### src/rtl/sio9_pkg.sv
package sio9_pkg;

    localparam int OVS = 16;

    typedef enum logic [1:0] {
        MODE_OFF0   = 2'b00,
        MODE_TEN    = 2'b01,
        MODE_ELEVEN = 2'b10,
        MODE_OFF3   = 2'b11
    } sio_mode_e;

    typedef enum logic [1:0] {
        RX_IDLE,
        RX_START,
        RX_SHIFT
    } rx_state_e;

    typedef struct packed {
        logic [7:0] data;
        logic       bit9;
    } rx_frame_t;

    function automatic logic mode_active(input logic [1:0] m);
        return (m == MODE_TEN) || (m == MODE_ELEVEN);
    endfunction

    // index of the stop bit within a transmitted frame, start bit at 0
    function automatic logic [3:0] tx_last(input logic eleven);
        return eleven ? 4'd10 : 4'd9;
    endfunction

    // index of the stop sample among received samples, first data bit at 0
    function automatic logic [3:0] rx_last(input logic eleven);
        return eleven ? 4'd9 : 4'd8;
    endfunction

endpackage

### src/rtl/sio9_baudgen.sv
module sio9_baudgen
    import sio9_pkg::*;
#(
    parameter int FIX_DIV = 32,
    parameter int OVR     = OVS
) (
    input  logic clk,
    input  logic rst,
    input  logic eleven,
    input  logic dbl,
    input  logic ext_tick,
    output logic tick
);
    localparam int PER = FIX_DIV / OVR;
    localparam int CW  = (PER > 1) ? $clog2(PER) : 1;

    logic [CW-1:0] cnt;
    logic [CW-1:0] lim;
    logic          fix_tick;

    assign lim      = dbl ? CW'(PER / 2 - 1) : CW'(PER - 1);
    assign fix_tick = (cnt == lim);
    assign tick     = eleven ? fix_tick : ext_tick;

    always_ff @(posedge clk) begin
        if (rst || !eleven) begin
            cnt <= '0;
        end else if (fix_tick) begin
            cnt <= '0;
        end else begin
            cnt <= cnt + 1'b1;
        end
    end
endmodule

### src/rtl/sio9_tx.sv
module sio9_tx
    import sio9_pkg::*;
#(
    parameter int OVR = OVS
) (
    input  logic       clk,
    input  logic       rst,
    input  logic       tick,
    input  logic [1:0] mode,
    input  logic       wr,
    input  logic [7:0] data,
    input  logic       bit9,
    input  logic       ti_clr,
    output logic       txd,
    output logic       ti,
    output logic       busy
);
    localparam int TW = $clog2(OVR);

    logic [10:0]   sh;
    logic [3:0]    idx;
    logic [3:0]    last;
    logic [TW-1:0] tcnt;
    logic          eleven;

    assign eleven = (mode == MODE_ELEVEN);
    assign txd    = busy ? sh[0] : 1'b1;

    always_ff @(posedge clk) begin
        if (rst) begin
            sh   <= '1;
            idx  <= '0;
            last <= '0;
            tcnt <= '0;
            busy <= 1'b0;
            ti   <= 1'b0;
        end else begin
            if (ti_clr) begin
                ti <= 1'b0;
            end
            if (!busy) begin
                if (wr && mode_active(mode)) begin
                    sh   <= {1'b1, (eleven ? bit9 : 1'b1), data, 1'b0};
                    last <= tx_last(eleven);
                    idx  <= '0;
                    tcnt <= '0;
                    busy <= 1'b1;
                end
            end else if (tick) begin
                if (tcnt == TW'(OVR - 1)) begin
                    tcnt <= '0;
                    if (idx == last) begin
                        busy <= 1'b0;
                    end else begin
                        sh  <= {1'b1, sh[10:1]};
                        idx <= idx + 1'b1;
                        if (4'(idx + 1'b1) == last) begin
                            ti <= 1'b1;
                        end
                    end
                end else begin
                    tcnt <= tcnt + 1'b1;
                end
            end
        end
    end
endmodule

### src/rtl/sio9_rx.sv
module sio9_rx
    import sio9_pkg::*;
#(
    parameter int OVR = OVS
) (
    input  logic       clk,
    input  logic       rst,
    input  logic       tick,
    input  logic [1:0] mode,
    input  logic       rx_en,
    input  logic       mp_en,
    input  logic       rxd,
    input  logic       ri_clr,
    output logic [7:0] rx_data,
    output logic       rb9,
    output logic       ri,
    output logic       line_s
);
    localparam int TW   = $clog2(OVR);
    localparam int HALF = OVR / 2;

    logic [1:0]    sync;
    logic          prev;
    rx_state_e     state;
    logic [TW-1:0] tcnt;
    logic [3:0]    idx;
    logic [9:0]    sh;
    logic          eleven;
    rx_frame_t     fr;
    logic          accept;

    assign line_s  = sync[1];
    assign fr.data = eleven ? sh[8:1] : sh[9:2];
    assign fr.bit9 = eleven ? sh[9] : line_s;
    assign accept  = !ri && line_s && (!mp_en || fr.bit9);

    always_ff @(posedge clk) begin
        if (rst) begin
            sync    <= 2'b11;
            prev    <= 1'b1;
            state   <= RX_IDLE;
            tcnt    <= '0;
            idx     <= '0;
            sh      <= '0;
            eleven  <= 1'b0;
            rx_data <= '0;
            rb9     <= 1'b0;
            ri      <= 1'b0;
        end else begin
            sync <= {sync[0], rxd};
            prev <= line_s;
            if (ri_clr) begin
                ri <= 1'b0;
            end
            case (state)
                RX_IDLE: begin
                    if (rx_en && mode_active(mode) && prev && !line_s) begin
                        state  <= RX_START;
                        tcnt   <= '0;
                        idx    <= '0;
                        eleven <= (mode == MODE_ELEVEN);
                    end
                end
                RX_START: begin
                    if (tick) begin
                        if (tcnt == TW'(HALF - 1)) begin
                            tcnt  <= '0;
                            state <= line_s ? RX_IDLE : RX_SHIFT;
                        end else begin
                            tcnt <= tcnt + 1'b1;
                        end
                    end
                end
                RX_SHIFT: begin
                    if (tick) begin
                        if (tcnt == TW'(OVR - 1)) begin
                            tcnt <= '0;
                            if (idx == rx_last(eleven)) begin
                                state <= RX_IDLE;
                                if (accept) begin
                                    rx_data <= fr.data;
                                    rb9     <= fr.bit9;
                                    ri      <= 1'b1;
                                end
                            end else begin
                                sh  <= {line_s, sh[9:1]};
                                idx <= idx + 1'b1;
                            end
                        end else begin
                            tcnt <= tcnt + 1'b1;
                        end
                    end
                end
                default: state <= RX_IDLE;
            endcase
        end
    end
endmodule

### src/rtl/sio9_port.sv
module sio9_port
    import sio9_pkg::*;
#(
    parameter int FIX_DIV = 32,
    parameter int OVR     = OVS
) (
    input  logic       clk,
    input  logic       rst,
    input  logic       rxd,
    input  logic       baud_tick,
    input  logic [1:0] mode_sel,
    input  logic       dbl,
    input  logic       tx_bit9,
    input  logic       mp_en,
    input  logic       rx_en,
    input  logic       tx_wr,
    input  logic [7:0] tx_data,
    input  logic       ti_clr,
    input  logic       ri_clr,
    output logic       txd,
    output logic [7:0] rx_data,
    output logic       rx_bit9,
    output logic       ti,
    output logic       ri
);
    logic tick;
    logic tx_busy;
    logic rx_line;

    sio9_baudgen #(.FIX_DIV(FIX_DIV), .OVR(OVR)) u_baud (
        .clk      (clk),
        .rst      (rst),
        .eleven   (mode_sel == MODE_ELEVEN),
        .dbl      (dbl),
        .ext_tick (baud_tick),
        .tick     (tick)
    );

    sio9_tx #(.OVR(OVR)) u_tx (
        .clk    (clk),
        .rst    (rst),
        .tick   (tick),
        .mode   (mode_sel),
        .wr     (tx_wr),
        .data   (tx_data),
        .bit9   (tx_bit9),
        .ti_clr (ti_clr),
        .txd    (txd),
        .ti     (ti),
        .busy   (tx_busy)
    );

    sio9_rx #(.OVR(OVR)) u_rx (
        .clk     (clk),
        .rst     (rst),
        .tick    (tick),
        .mode    (mode_sel),
        .rx_en   (rx_en),
        .mp_en   (mp_en),
        .rxd     (rxd),
        .ri_clr  (ri_clr),
        .rx_data (rx_data),
        .rb9     (rx_bit9),
        .ri      (ri),
        .line_s  (rx_line)
    );
endmodule

### config.mk
export PLATFORM = sky130hd
export DESIGN_NAME = sio9_port
export DESIGN_NICKNAME = d
export VERILOG_FILES = /design/src/rtl/sio9_pkg.sv /design/src/rtl/sio9_baudgen.sv /design/src/rtl/sio9_tx.sv /design/src/rtl/sio9_rx.sv /design/src/rtl/sio9_port.sv
export SDC_FILE = /design/constraint.sdc
export NUM_CORES = 1
export LEC_CHECK = 0
export CORE_MARGIN = 2
export CORE_UTILIZATION = 37
export CTS_CLUSTER_DIAMETER = 200
export DETAILED_ROUTE_END_ITERATION = 10
export PLACE_DENSITY = 0.6
export SYNTH_ARGS = -nofsm -noshare
export SYNTH_HDL_FRONTEND = slang
export SYNTH_SLANG_ARGS = --single-unit
export TNS_END_PERCENT = 5
### constraint.sdc
create_clock -name clk -period 2.6 [get_ports clk]
set_clock_uncertainty 0.2 [all_clocks]
set_input_delay 0.26 -clock clk [delete_from_list [all_inputs] [get_ports clk]]
set_output_delay 0.26 -clock clk [all_outputs]
set_load 0.03 [all_outputs]
==> impl_metrics.env, run 1 <==
export IMPL_grt_pass1_vias=2149
export IMPL_synth_top_area_cell="dfxtp_1"
export IMPL_drv_slew=0
export IMPL_antenna_left=0
export IMPL_cp_required_ps=2680
export IMPL_worst_hold_path_type="register to register"
export IMPL_outcome="complete, no violations"
export IMPL_ys_types=41
export IMPL_crit_family="simple AND/OR/NAND/NOR gates"
export IMPL_post_cts_buffers=0
export IMPL_pwr_share_clk=0.409
export IMPL_layout_commonest_cell="dfxtp_1"
export IMPL_max_freq_ghz=0.424
export IMPL_gp_congestion=0.804
export IMPL_syn_area_sq_um=2710
export IMPL_postLayoutCoreUtil=0.477
export IMPL_highest_layer="met4"
export IMPL_switching_power_uw=562
export IMPL_p_leak_uw=0.00131
export IMPL_grtUsageTotal=0.153
export IMPL_yosysSeqAreaShare=0.422
export IMPL_drt_iter0_drc=70
export IMPL_grt_first_pass_wirelength_microns=9450
export IMPL_cp_max_fo=6
export IMPL_core_sq_um=7180
export IMPL_routed_wl_microns=5450
export IMPL_maxSlewHeadroom=0.554
export IMPL_die_area_sq_um=8010
export IMPL_holdBufCountCts=0
export IMPL_r2r_slack_ps=240
export IMPL_viasPerCell=4.86
export IMPL_synthArstFlopShare=0
export IMPL_yosys_top_cells_area="dfxtp_1, mux2i_1, nor2_1"
export IMPL_cts_tree="built"
export IMPL_clock_path_buffers=2
export IMPL_syn_to_final_growth_pct=26.6
export IMPL_p_int_uw=1610
export IMPL_worstPathCellList="inv_1, ha_1, or2_2, a211o_1, or4_1, a21oi_1"
export IMPL_die_h_microns=89.5
export IMPL_final_cell_mix="dfxtp_1, nor2_1, clkdlybuf4s50_1"
export IMPL_cp_slowest_cell="or4_1"
export IMPL_grt_max_degree=38
export IMPL_peakVddDrop_uv=299
export IMPL_crit_buf_inv=1
export IMPL_period_needed_ps=2360
export IMPL_cts_resized_gates=0
export IMPL_wl_met2_microns=2490
export IMPL_critical_path_class="register to register"
export IMPL_hold_violations=0
export IMPL_syn_area_per_cell_sq_um=8.87
export IMPL_final_setup_viol_count=0
export IMPL_fin_area_sq_um=3420
export IMPL_swShare=0.259
export IMPL_dr_wl_met3_microns=221
export IMPL_io_buffers=32
export IMPL_vias=2205
export IMPL_max_stage_delay_ps=510
export IMPL_maxCapViolations=0
export IMPL_insertion_delay_ps=340
export IMPL_rsz0062_at_grt="false"
export IMPL_yosysWarnings=0
export IMPL_power_density_nw_per_um2=633
export IMPL_power_frac_seq=0.431
export IMPL_synth_seq_cells=57
export IMPL_layout_drive_gt1_share=0.121
export IMPL_start_util=0.377
export IMPL_tns_ps=0
export IMPL_antenna_found_initial=0
export IMPL_postPlaceCellArea_sq_um=3220
export IMPL_cts_root_buf="clkbuf_8"
export IMPL_n_antenna_cell=0
export IMPL_worst_setup_path_start_kind="register"
export IMPL_arrival_ps=2440
export IMPL_hpwlAfterDp_microns=3890
export IMPL_htree_levels=3
export IMPL_placementRows=31
export IMPL_synth_edff_count=0
export IMPL_netlist_instances=305
export IMPL_max_slew_worst_pin_slew_ps=670
export IMPL_cts_sinks=57
export IMPL_min_period_over_period=0.907
export IMPL_critPathCaptureType="register"
export IMPL_syn_num_nets=335
export IMPL_share_comb_of_total_power=0.160
export IMPL_wl_per_cell_microns=12.0
export IMPL_gr_total_overflow=0
export IMPL_numCtsBuffers=9
export IMPL_clk_pin_slew_ps=70
export IMPL_nets=381
export IMPL_die_x_microns=89.5
export IMPL_synth_top_cell_area_share=0.422
export IMPL_dr_pass1_iters=4
export IMPL_drt_met1_wl_microns=2640
export IMPL_drc=0
export IMPL_synth_ff_type="dfxtp_1"
export IMPL_ios=33
[cells in the mapped netlist (2+ instances only)]
master and count:
or3_1 8, inv_1 13, nand3b_1 2, a211oi_1 10
or4_1 4, ha_1 9, nor2b_1 4, buf_2 3
clkbuf_1 8, xnor2_1 5, nor2_1 40, nand3_1 10
nor3_1 2, a21o_1 2, a211o_1 11, buf_1 2
dfxtp_1 57, mux2i_1 27, o21ai_0 9, or2_2 4
nand2_1 21, a21oi_1 24, nand2b_1 8, buf_6 2
xor2_1 4
[layer usage]
metal  up-vias  GRT usage
met5         -          0
met4         0     0.0611
met1      1001      0.187
met2        32      0.251
li1       1161          -
met3        11     0.0489
[path summary, 6_finish.rpt]
path | start | to | cells after the start
setup / recovery | u_rx.state[0] | u_rx.tcnt[3] | 6
hold / removal | u_rx.sync[0] | u_rx.sync[1] | 1
setup reg to reg | u_rx.state[0] | u_rx.tcnt[3] | 6
hold reg to reg | u_rx.sync[0] | u_rx.sync[1] | 1
[worst register-to-register path, cell delays in order (launching register included)]
cell	delay, ps
dfxtp_1	400
inv_1	90
ha_1	260
or2_2	340
a211o_1	360
or4_1	510
a21oi_1	140
[logic make-up (layout without fill, tap and decap cells)]
| logic type | count (synthesis) | after routing | synth area share |
|---|---|---|---|
| simple gates | 111 | 111 | 0.203 |
| mux | 28 | 28 | 0.104 |
| flops | 57 | 57 | 0.422 |
| xor+xnor | 9 | 9 | 0.0291 |
| compound gates | 62 | 62 | 0.152 |
| fa+ha+maj | 9 | 9 | 0.0416 |
| buf+inv | 29 | 79 | 0.0486 |
[through the flow]
stage               cells  hold slack [ps]  setup WS (ps)  total power [uW]
floorplan             305              139            367              1170
global placement      439              192          -36.2              1290
detailed placement    439              195          -89.5              1300
CTS                   454              209            247              2190
global route          454              233            106              2280
finish                454              208            242              2170
[power by group through the flow]
stage          sequential, uW  combinational (uW)  clock [uW]
2_1_floorplan             944                 226           0
5_1_grt                   938                 389         950
6_report                  934                 348         887
3_3_place_gp              950                 344           0
3_5_place_dp              953                 348           0
4_1_cts                   933                 349         908
[area by class of cell]
class / instances / area (sq um)
clock inverters: 6 / 83.8
multi-input cells: 219 / 1430
fillers: 698 / 3750
inverters: 13 / 48.8
repair buffers: 51 / 470
clock buffers: 9 / 124
flip-flops and latches: 57 / 1140
well taps: 99 / 124
[state kept, by name, indices dropped and copies added (netlist names), 2 cells and up]
register / flops
u_rx.sh: 9
u_rx.state: 2
u_rx.tcnt: 4
u_tx.tcnt: 4
u_rx.sync: 2
u_tx.sh: 10
u_tx.idx: 4
u_rx.rx_data: 8
u_rx.idx: 4
u_tx.last: 3
Note: power is estimated with default switching activity, not from simulation.
==> inputs of run 2 (changes only) <==
--- a/config.mk
+++ b/config.mk
@@ -8,8 +8,10 @@
 export CORE_MARGIN = 2
 export CORE_UTILIZATION = 37
 export CTS_CLUSTER_DIAMETER = 200
+export CTS_CLUSTER_SIZE = 40
 export DETAILED_ROUTE_END_ITERATION = 10
-export PLACE_DENSITY = 0.6
+export DONT_BUFFER_PORTS = 1
+export PLACE_DENSITY = 0.54
 export SYNTH_ARGS = -nofsm -noshare
 export SYNTH_HDL_FRONTEND = slang
 export SYNTH_SLANG_ARGS = --single-unit
==> run 2 against run 1 <==
Net effect:
- worst hold slack got worse by 160 ps
- non-clock buffer count fell by 28
- global-route usage fell by 0.60 points
- cell area fell by 6.7%
==> impl_metrics.env, run 2 (synthesized netlist as in run 1, its figures left out) <==
export IMPL_cts_sinks=57
export IMPL_tns_ps=0
export IMPL_arrival_ps=2450
export IMPL_worstPathCellList="inv_1, ha_1, or2_2, a211o_1, or4_1, a21oi_1"
export IMPL_worst_setup_path_start_kind="register"
export IMPL_n_antenna_cell=0
export IMPL_r2r_slack_ps=210
export IMPL_cts_resized_gates=0
export IMPL_clk_pin_slew_ps=60
export IMPL_layout_commonest_cell="dfxtp_1"
export IMPL_antenna_left=0
export IMPL_seq_area_sq_um=1140
export IMPL_die_area_sq_um=8010
export IMPL_worst_hold_path_type="input port to register"
export IMPL_final_cell_mix="dfxtp_1, nor2_1, mux2i_1"
export IMPL_syn_to_final_growth_pct=18.1
export IMPL_outcome="complete, no violations"
export IMPL_cp_slowest_cell="or4_1"
export IMPL_wl_per_cell_microns=12.8
export IMPL_min_period_over_period=0.918
export IMPL_critPathCaptureType="register"
export IMPL_routed_wl_microns=5450
export IMPL_io_buffers=0
export IMPL_max_freq_ghz=0.419
export IMPL_vias=2103
export IMPL_top_register="u_tx.sh"
export IMPL_placementRows=31
export IMPL_grt_pass1_vias=1956
export IMPL_post_cts_buffers=0
export IMPL_hold_violations=0
export IMPL_max_stage_delay_ps=520
export IMPL_die_h_microns=89.5
export IMPL_cts_root_buf="clkbuf_8"
export IMPL_critical_path_endpoint="u_rx.tcnt[3]"
export IMPL_fillCellCount=695
export IMPL_max_slew_worst_pin_slew_ps=671
export IMPL_multi_input_area_sq_um=1430
export IMPL_final_setup_viol_count=0
export IMPL_critical_path_class="register to register"
export IMPL_layout_drive_gt1_share=0.0948
export IMPL_core_sq_um=7180
export IMPL_gp_congestion=0.801
export IMPL_nets=353
export IMPL_numCtsBuffers=9
export IMPL_drv_slew=0
export IMPL_ios=33
export IMPL_grt_max_degree=55
export IMPL_crit_start="u_rx.state[0]"
export IMPL_cp_required_ps=2660
export IMPL_grtUsageTotal=0.147
export IMPL_insertion_delay_ps=330
export IMPL_largestRegisters="u_tx.sh (10), u_rx.sh (9), u_rx.rx_data (8)"
export IMPL_p_leak_uw=0.00121
export IMPL_grt_first_pass_wirelength_microns=8980
export IMPL_peakVddDrop_uv=342
export IMPL_drt_iter0_drc=51
export IMPL_timing_rr_end="u_rx.tcnt[3]"
export IMPL_hold_ws_ps=48.0
export IMPL_maxSlewHeadroom=0.550
export IMPL_die_x_microns=89.5
export IMPL_largest_register_ffs=10
export IMPL_antenna_found_initial=0
export IMPL_viasPerCell=4.94
export IMPL_ff2ff_path_depth=6
export IMPL_hpwlAfterDp_microns=3640
export IMPL_r2r_start="u_rx.state[0]"
export IMPL_cts_tree="built"
export IMPL_drc=0
export IMPL_period_needed_ps=2390
export IMPL_clock_path_buffers=2
export IMPL_rsz0062_at_grt="false"
export IMPL_start_util=0.377
export IMPL_htree_levels=3
export IMPL_gr_total_overflow=0
export IMPL_power_density_nw_per_um2=683
export IMPL_dr_pass1_iters=4
export IMPL_maxCapViolations=0
export IMPL_cp_max_fo=8
-- run 2: worst min path at each step --
stage,start,end,slack (ps),cells after the start
after detailed placement,rst,u_tx.tcnt[1],140,1
after global routing,rst,u_rx.sh[6],40,2
after CTS,rst,u_rx.ri,40,2
after floorplan,dbl,u_baud.cnt,140,1
final,rst,u_rx.sh[3],50,2
after global placement,rst,u_rx.tcnt[3],130,1
-- run 2: per-stage QoR --
stage	util	instance area [sq um]	setup WS [ps]	total power, uW	instances
final	0.445	3200	213	2180	426
after global routing	0.445	3200	87.1	2290	426
after CTS	0.445	3200	211	2220	426
after detailed placement	0.391	2810	178	1220	396
after global placement	0.391	2810	230	1210	396
after floorplan	-	2710	367	1170	305
-- run 2: routing by layer --
metal  up-vias  wire length (microns)  global-route usage
met1       955                   2610               0.175
met4         0                     57              0.0543
met2        36                   2530               0.242
met3         7                    249              0.0572
met5         -                      0                   0
li1       1105                      -                   -
-- run 2: cell type report --
type	instances	share of cell area
multi-input cells	219	0.448
flip-flops and latches	57	0.357
repair buffers	23	0.0689
clock buffers	13	0.0529
well taps	99	0.0388
clock inverters	2	0.0188
inverters	13	0.0153
-- run 2: timing repair --
| item | 4_1_cts | 5_1_grt |
|---|---|---|
| hold buffers | 15 | 0 |
| hold endpoints to repair | 57 | 0 |
| endpoints found under the setup margin | 0 | 0 |
-- run 2: critical path: cells and delay by family (launching register included) --
family | cells | cell delay, ps
buffers and inverters | 1 | 80
adders and majority gates | 1 | 270
AOI/OAI and AO/OA | 2 | 530
DFF | 1 | 380
and+or+nand+nor | 2 | 870
-- run 2: where the power goes --
| part | total, uW | internal (uW) | switching, uW |
|---|---|---|---|
| Sequential | 932 | 908 | 24.3 |
| Clock | 955 | 614 | 341 |
| Combinational | 296 | 127 | 169 |
| Total | 2180 | 1650 | 534 |
==> inputs of run 3 (changes only) <==
--- a/config.mk
+++ b/config.mk
@@ -11,6 +11,7 @@
 export CTS_CLUSTER_SIZE = 40
 export DETAILED_ROUTE_END_ITERATION = 10
 export DONT_BUFFER_PORTS = 1
+export GPL_TIMING_DRIVEN = 0
 export PLACE_DENSITY = 0.54
 export SYNTH_ARGS = -nofsm -noshare
 export SYNTH_HDL_FRONTEND = slang
==> run 3 against run 2 <==
Net effect:
- first-iteration DRC count rose by 47%
- setup slack got worse by 50 ps
- wire length rose by 7.5%
- core utilization rose by 0.21 points
- final cell count rose by 1.9%
- die area did not move
- worst hold slack improved by 81 ps
- via count rose by 1.9%
- highest routed layer unchanged
==> impl_metrics.env, run 3 (synthesized netlist as in run 1, its figures left out) <==
export IMPL_p_int_uw=1620
export IMPL_drc=0
export IMPL_drv_slew=0
export IMPL_io_buffers=0
export IMPL_power_frac_seq=0.427
export IMPL_swShare=0.257
export IMPL_cts_sinks=57
export IMPL_critPathCaptureType="register"
export IMPL_core_sq_um=7180
export IMPL_max_freq_ghz=0.410
export IMPL_hpwlAfterDp_microns=4130
export IMPL_fin_area_sq_um=3210
export IMPL_grtUsageTotal=0.156
export IMPL_power_density_nw_per_um2=679
export IMPL_die_h_microns=89.5
export IMPL_worst_setup_path_start_kind="register"
export IMPL_rsz0062_at_grt="false"
export IMPL_min_delay_path_depth=2
export IMPL_antenna_left=0
export IMPL_cts_tree="built"
export IMPL_largestRegisters="u_tx.sh (10), u_rx.sh (9), u_rx.rx_data (8)"
export IMPL_wl_per_cell_microns=13.5
export IMPL_grt_max_degree=11
export IMPL_ff2ff_path_depth=7
export IMPL_final_cell_mix="dfxtp_1, nor2_1, mux2i_1"
export IMPL_routed_wl_microns=5860
export IMPL_grt_pass1_vias=1992
export IMPL_pwr_share_clk=0.432
export IMPL_drt_iter0_drc=75
export IMPL_die_area_sq_um=8010
export IMPL_switching_power_uw=560
export IMPL_clk_pin_slew_ps=70
export IMPL_viasPerCell=4.94
export IMPL_numCtsBuffers=9
export IMPL_layout_drive_gt1_share=0.0896
export IMPL_r2r_slack_ps=160
export IMPL_cp_slowest_cell="xnor2_1"
export IMPL_postPlaceCellArea_sq_um=2830
export IMPL_maxSlewHeadroom=0.541
export IMPL_tns_ps=0
export IMPL_vias=2143
export IMPL_worstPathCellList="xnor2_1, a211o_1, a221o_1, buf_6, clkbuf_1, nor2_1, a211o_1"
export IMPL_n_antenna_cell=0
export IMPL_max_slew_worst_pin_slew_ps=684
export IMPL_cp_required_ps=2630
export IMPL_share_comb_of_total_power=0.141
export IMPL_min_period_over_period=0.937
export IMPL_syn_to_final_growth_pct=18.7
export IMPL_start_util=0.377
export IMPL_cp_max_fo=10
export IMPL_gp_congestion=0.769
export IMPL_outcome="complete, no violations"
export IMPL_ios=33
export IMPL_insertion_delay_ps=330
export IMPL_htree_levels=3
export IMPL_nets=360
export IMPL_arrival_ps=2460
export IMPL_dr_pass1_iters=4
export IMPL_critical_path_class="register to register"
export IMPL_worst_hold_path_type="input port to register"
export IMPL_max_stage_delay_ps=480
export IMPL_p_leak_uw=0.00120
export IMPL_antenna_found_initial=0
export IMPL_peakVddDrop_uv=337
export IMPL_layout_commonest_cell="dfxtp_1"
export IMPL_period_needed_ps=2440
export IMPL_cpMostUsedCell="a211o_1"
export IMPL_grt_first_pass_wirelength_microns=9470
export IMPL_largest_register_ffs=10
export IMPL_gr_total_overflow=0
export IMPL_hold_violations=0
export IMPL_final_setup_viol_count=0
export IMPL_die_x_microns=89.5
export IMPL_cts_root_buf="clkbuf_8"
export IMPL_placementRows=31
export IMPL_maxCapViolations=0
export IMPL_clock_path_buffers=2
export IMPL_top_register="u_tx.sh"
## run 3: cell count changes in the layout (fill, tap and decap cells not counted), sizes merged
| cell | delta |
|---|---|
| buf | -1 |
| clkbuf | +6 |
| clkinv | +2 |
| clkinvlp | +1 |
## run 3: path summary, 6_finish.rpt
kind,from,endpoint
max,u_baud.cnt,u_tx.sh[2]
min,tx_wr,u_tx.last[3]
max reg2reg,u_baud.cnt,u_tx.sh[2]
min reg2reg,u_rx.sync[0],u_rx.sync[1]
## run 3: final cells by class
class / count / area [sq um]
Fill cell: 727 / 3970
Sequential cell: 57 / 1140
Timing Repair Buffer: 14 / 140
Clock buffer: 11 / 151
Clock inverter: 5 / 77.6
Multi-Input combinational cell: 219 / 1450
Inverter: 13 / 48.8
Buffer: 16 / 82.6
Tap cell: 99 / 124
## run 3: per-layer routing
metal	track usage	vias to the layer above	routed length (microns)
met2	0.245	41	2690
met5	0	-	0
li1	-	1119	-
met3	0.0637	6	270
met4	0.0488	0	66
met1	0.197	977	2830
## run 3: timing repair
item                                    4_1_cts  5_1_grt
endpoints found under the setup margin        0       11
hold endpoints to repair                     14        0
buffers inserted                              0        0
gates resized for setup                       0        1
hold buffers                                 14        0
## run 3: power by group through the flow
stage / sequential (uW) / combinational, uW / clock (uW)
5_1_grt: 934 / 343 / 1010
3_5_place_dp: 950 / 287 / 0
4_1_cts: 931 / 305 / 973
2_1_floorplan: 944 / 226 / 0
6_report: 931 / 308 / 942
3_3_place_gp: 948 / 283 / 0
## run 3: through the flow
stage	std cells	utilization	setup WS (ps)	power [uW]	hold slack (ps)
2_1_floorplan	305	-	367	1170	139
3_3_place_gp	404	0.394	62.2	1230	141
4_1_cts	434	0.446	170	2210	128
5_1_grt	434	0.447	14.1	2290	161
3_5_place_dp	404	0.394	51.8	1240	141
6_report	434	0.447	163	2180	129
## run 3: critical path: cells and delay by family (launching register included)
kind	cells	cell delay, ps
flops	1	320
buf+inv	2	500
xor+xnor	1	480
compound gates	3	730
simple gates	1	110
